--- config.mk ---
export PLATFORM = sky130hd
export DESIGN_NAME = tdc_sar_ctrl
export DESIGN_NICKNAME = d
export VERILOG_FILES = /design/src/rtl/tdc_pkg.sv /design/src/rtl/tdc_coarse_cnt.sv /design/src/rtl/tdc_sar_seq.sv /design/src/rtl/tdc_dec_shreg.sv /design/src/rtl/tdc_sar_ctrl.sv
export SDC_FILE = /design/constraint.sdc
export NUM_CORES = 1
export LEC_CHECK = 0
export BUFFER_PORTS_ARGS = -buffer_cell sky130_fd_sc_hd__buf_2
export CAP_MARGIN = 40
export CORE_MARGIN = 3
export CORE_UTILIZATION = 65
export CTS_CLUSTER_SIZE = 30
export DETAILED_ROUTE_END_ITERATION = 10
export PLACE_DENSITY = 0.95
export SYNTH_ARGS = -nofsm -noshare
export SYNTH_HDL_FRONTEND = slang
export SYNTH_SLANG_ARGS = --single-unit
--- constraint.sdc ---
create_clock -name clk -period 13.5 [get_ports clk]
set_clock_uncertainty 0.2 [all_clocks]
set_input_delay 0.675 -clock clk [delete_from_list [all_inputs] [get_ports clk]]
set_output_delay 0.675 -clock clk [all_outputs]
set_load 0.02 [all_outputs]
--- src/rtl/tdc_pkg.sv ---
package tdc_pkg;
    typedef enum logic [1:0] {
        ST_IDLE    = 2'd0,
        ST_COUNT   = 2'd1,
        ST_RESOLVE = 2'd2,
        ST_DONE    = 2'd3
    } tdc_state_e;
endpackage

--- src/rtl/tdc_coarse_cnt.sv ---
module tdc_coarse_cnt #(
    parameter int CRS_W = 16
) (
    input  logic             clk,
    input  logic             rst_n,
    input  logic             clr_i,
    input  logic             inc_i,
    output logic [CRS_W-1:0] count_o,
    output logic             ovf_o
);
    localparam logic [CRS_W-1:0] FULL = {CRS_W{1'b1}};

    always_ff @(posedge clk or negedge rst_n) begin
        if (!rst_n) begin
            count_o <= '0;
            ovf_o   <= 1'b0;
        end else if (clr_i) begin
            count_o <= '0;
        end else if (inc_i) begin
            if (count_o == FULL) begin
                ovf_o <= 1'b1;
            end else begin
                count_o <= count_o + 1'b1;
            end
        end
    end
endmodule

--- src/rtl/tdc_sar_seq.sv ---
module tdc_sar_seq #(
    parameter int FINE_W = 13
) (
    input  logic              clk,
    input  logic              rst_n,
    input  logic              load_i,
    input  logic              step_i,
    input  logic              decide_i,
    output logic [FINE_W-1:0] trial_o,
    output logic              last_o
);
    localparam logic [FINE_W-1:0] TOP_BIT = FINE_W'(1) << (FINE_W - 1);

    logic [FINE_W-1:0] ptr_q;

    always_ff @(posedge clk or negedge rst_n) begin
        if (!rst_n) begin
            trial_o <= '0;
            ptr_q   <= '0;
        end else if (load_i) begin
            trial_o <= TOP_BIT;
            ptr_q   <= TOP_BIT;
        end else if (step_i) begin
            trial_o <= (decide_i ? trial_o : (trial_o & ~ptr_q)) | (ptr_q >> 1);
            ptr_q   <= ptr_q >> 1;
        end
    end

    assign last_o = ptr_q[0];
endmodule

--- src/rtl/tdc_dec_shreg.sv ---
module tdc_dec_shreg #(
    parameter int FINE_W = 13
) (
    input  logic              clk,
    input  logic              rst_n,
    input  logic              clr_i,
    input  logic              shift_i,
    input  logic              bit_i,
    output logic [FINE_W-1:0] code_o
);
    always_ff @(posedge clk or negedge rst_n) begin
        if (!rst_n) begin
            code_o <= '0;
        end else if (clr_i) begin
            code_o <= '0;
        end else if (shift_i) begin
            code_o <= {code_o[FINE_W-2:0], bit_i};
        end
    end
endmodule

--- src/rtl/tdc_sar_ctrl.sv ---
module tdc_sar_ctrl
    import tdc_pkg::*;
#(
    parameter int FINE_W  = 13,
    parameter int CRS_W   = 16,
    parameter int SCALE_W = 14,
    localparam int TS_W   = CRS_W + SCALE_W
) (
    input  logic               clk,
    input  logic               rst_n,
    input  logic               start_i,
    input  logic               stop_i,
    input  logic [SCALE_W-1:0] scale_i,
    input  logic               decide_i,
    output logic [FINE_W-1:0]  ctrl_o,
    output logic               busy_o,
    output logic               valid_o,
    output logic [TS_W-1:0]    stamp_o,
    output logic               err_o
);
    tdc_state_e state_q, state_d;

    logic              counting;
    logic              resolving;
    logic              accept;
    logic              stop_hit;
    logic              last_step;
    logic [CRS_W-1:0]  coarse_q;
    logic [FINE_W-1:0] fine_q;

    // state register
    always_ff @(posedge clk or negedge rst_n) begin
        if (!rst_n) begin
            state_q <= ST_IDLE;
        end else begin
            state_q <= state_d;
        end
    end

    // next-state logic
    always_comb begin
        state_d = state_q;
        unique case (state_q)
            ST_IDLE:    if (start_i)   state_d = ST_COUNT;
            ST_COUNT:   if (stop_i)    state_d = ST_RESOLVE;
            ST_RESOLVE: if (last_step) state_d = ST_DONE;
            ST_DONE:                   state_d = ST_IDLE;
            default:                   state_d = ST_IDLE;
        endcase
    end

    // state-decoded outputs
    always_comb begin
        busy_o    = (state_q != ST_IDLE);
        valid_o   = (state_q == ST_DONE);
        counting  = (state_q == ST_COUNT);
        resolving = (state_q == ST_RESOLVE);
        accept    = (state_q == ST_IDLE) && start_i;
        stop_hit  = counting && stop_i;
    end

    tdc_coarse_cnt #(.CRS_W(CRS_W)) i_coarse (
        .clk     (clk),
        .rst_n   (rst_n),
        .clr_i   (accept),
        .inc_i   (counting),
        .count_o (coarse_q),
        .ovf_o   (err_o)
    );

    tdc_sar_seq #(.FINE_W(FINE_W)) i_seq (
        .clk      (clk),
        .rst_n    (rst_n),
        .load_i   (stop_hit),
        .step_i   (resolving),
        .decide_i (decide_i),
        .trial_o  (ctrl_o),
        .last_o   (last_step)
    );

    tdc_dec_shreg #(.FINE_W(FINE_W)) i_shreg (
        .clk     (clk),
        .rst_n   (rst_n),
        .clr_i   (stop_hit),
        .shift_i (resolving),
        .bit_i   (decide_i),
        .code_o  (fine_q)
    );

    assign stamp_o = TS_W'(coarse_q) * TS_W'(scale_i) + TS_W'(fine_q);
endmodule

==> impl_metrics.ini <==
[die]
dieArea_um2 = 17500
num_rows = 45
start_util = 0.674
die_w_um = 132
die_h_um = 132
ios = 65
core-area_um2 = 15400

[worst_setup_path]
r2r_setup_slack_ns = 10.83
crit_path_start_kind = flop
crit_fanout = 18
r2r_cells = 7
end_kind = output pin
timing.rr.start = i_coarse.count_o[2]
worstReg2RegEnd = i_coarse.count_o[5]
critPathKind = reg -> out
cp_data_required_time_ns = 12.62
worstPathArrival_ns = 6.52

[detailed_routing]
route.detailed.drc = 0
wire_per_inst_um = 17.5
first_pass_iters = 5
drt_iter0_drc = 626
vias = 8017
via_per_inst = 5.85
wl_mm = 24.0
ant_nets = 0

[clock_tree]
path_clk_slew_ns = 0.05
cts-resized-gates = 0
post_cts_buffers = 0
cts_made_buffers = 9
htree_levels = 3
root_buffer = clkbuf_16
cts_tree = yes
cts.sinks = 58
clockBufferDepth = 2
ctsHoldBuffers = 0
clk_latency_ns = 0.32

[synthesis]
yosysTopAreaCell = fa_1
ys_seq_elements = 58
avgSynthCellArea_um2 = 9.14
ys_types = 50
yosysSeqAreaShare = 0.140
synthCells = 1134
synth-async-reset-ratio = 1.00
post_synth_instance_area_um2 = 10400
synth_edf_count = 0
synth_fp_nets = 1435
netlist.area_leader.share = 0.344
yosysWarnings = 0
yosys_most_used_dff = dfrtp_1
synth_area_leaders = fa_1 34%, dfrtp_1 14%, ha_1 13%, and2_1 8.0%, nand2_1 6.4%

[layout]
finalNonFillerCells = 1371
final_cell_mix = 178 x fa_1, 176 x nand2_1, 174 x inv_1, 133 x and2_1, 104 x ha_1
final_layout_size_suffix_gt1_frac = 0.0802
antennaDiodeCount = 0
n_fill_cell = 1074
area_growth_pct = 6.44
final_area_um2 = 11000
nets = 1457
layout_commonest_cell = fa_1

[timing]
finalSetupViolations = 0
worst_pin_slew_ns = 0.853
fmax_ghz = 0.135
hold_viol = 0
layout_min_cycle_time_ns = 7.40
fin_tns_setup_ns = 0
whs_ns = 0.280
maxSlewHeadroom = 0.431
post-route-period-util = 0.548
drv_slew = 0
rsz0062_at_grt = no

[placed_design]
placed_area_um2 = 10800
hpwl_mm = 18.9
gp_congestion = 0.909
place_inst = 1356
io_buffers = 64

[power]
cellPowerDensity_nw_per_um2 = 114
ir_drop_v = 0.000119
finalPower_mw = 1.25
power.leakage_nw = 5.93

[grt]
grt_pass1_vias = 8867
grt_max_degree = 59
grt_usage = 0.289
antenna_found_initial = 0
gr-total-overflow = 0
grt_pass1_wl_mm = 41.0

[status]
status = finished clean

[flow_run]
cap_violations = 0

[min_path]
hold_class = in -> async
## power breakdown
part / switching [mW] / total (mW) / internal [mW]
Combinational: 0.471 / 0.758 / 0.287
Clock: 0.0731 / 0.206 / 0.133
Sequential: 0.0634 / 0.288 / 0.224
Total: 0.608 / 1.25 / 0.644
## worst max-delay path by stage
stage | startpoint | to | slack, ns | cells after the start
after floorplan | scale_i[0] | stamp_o[26] | 6.58 | 20
after global placement | scale_i[0] | stamp_o[26] | 6.41 | 21
after detailed placement | scale_i[0] | stamp_o[26] | 6.29 | 21
after CTS | i_coarse.count_o[8] | stamp_o[26] | 6.12 | 20
after global routing | i_coarse.count_o[8] | stamp_o[29] | 5.83 | 19
final | i_coarse.count_o[12] | stamp_o[29] | 6.10 | 20
## per-stage QoR
stage	util	setup WS, ns
finish	0.717	6.10
global route	0.717	5.83
CTS	0.717	6.12
detailed placement	0.700	6.29
global placement	0.699	6.41
floorplan	-	6.58
## flip-flops by register name (all words and copies together), names as in the netlist
name and cells:
state_q 2, i_coarse.count_o 16, i_seq.ptr_q 13, i_coarse.ovf_o 1, i_shreg.code_o 13, i_seq.trial_o 13
## cells by family (layout without fill, tap and decap cells)
logic type,count (synthesis),after routing,synth area share
flip-flops,58,58,0.140
AND/OR/NAND/NOR,397,397,0.188
multiplexers,14,14,0.0135
XOR/XNOR,37,37,0.0313
adder cells (fa/ha/maj),282,282,0.470
buffers and inverters,231,257,0.0843
AO/OA/AOI/OAI,115,115,0.0737
## layout make-up
| cell class | count | area, µm² | share of cell area |
|---|---|---|---|
| flip-flops and latches | 58 | 1450 | 0.132 |
| well taps | 211 | 264 | 0.0239 |
| clock buffers | 13 | 260 | 0.0236 |
| multi-input cells | 845 | 8040 | 0.729 |
| repair buffers | 68 | 350 | 0.0318 |
| clock inverters | 2 | 12.5 | 0.00113 |
| inverters | 174 | 653 | 0.0592 |
## synth_stat cells, types with 2 or more instances
cell      number
ha_1         104
xor2_1        21
xnor2_1       16
and4_4         3
o21ai_1        4
a211oi_1       6
o41ai_1        2
nor3_1         3
o21a_1         3
inv_1        174
fa_1         178
a21oi_1       54
nand3_1       12
and4_1         2
buf_1          2
dfrtp_1       58
nand4_1        6
or3_1          6
clkbuf_1      50
and3_1         4
o21bai_1       5
nor2_1        46
o21ai_0       13
mux2i_1       14
and2_1       133
o211ai_1       3
nand2_1      176
a21o_1        10
buf_2          5
## layer usage
metal	GRT usage	routed length, µm	part of all wire
met1	0.345	8820	0.37
met2	0.507	12400	0.51
met3	0.0668	1960	0.082
met4	0.117	892	0.037
met5	0	0	0
## worst max-delay path, stage by stage (launching register included)
cell,delay [ns]
dfrtp_1,0.62
and2_1,0.31
fa_1,0.55
inv_1,0.05
fa_1,0.49
inv_1,0.08
fa_1,0.49
fa_1,0.51
fa_1,0.49
inv_1,0.05
fa_1,0.47
inv_1,0.04
ha_1,0.39
a21oi_1,0.23
o211ai_1,0.13
a31o_1,0.23
and2_0,0.15
a31o_2,0.26
o41ai_1,0.40
a211oi_1,0.08
buf_2,0.17
Power figures use the tool's default switching activity.
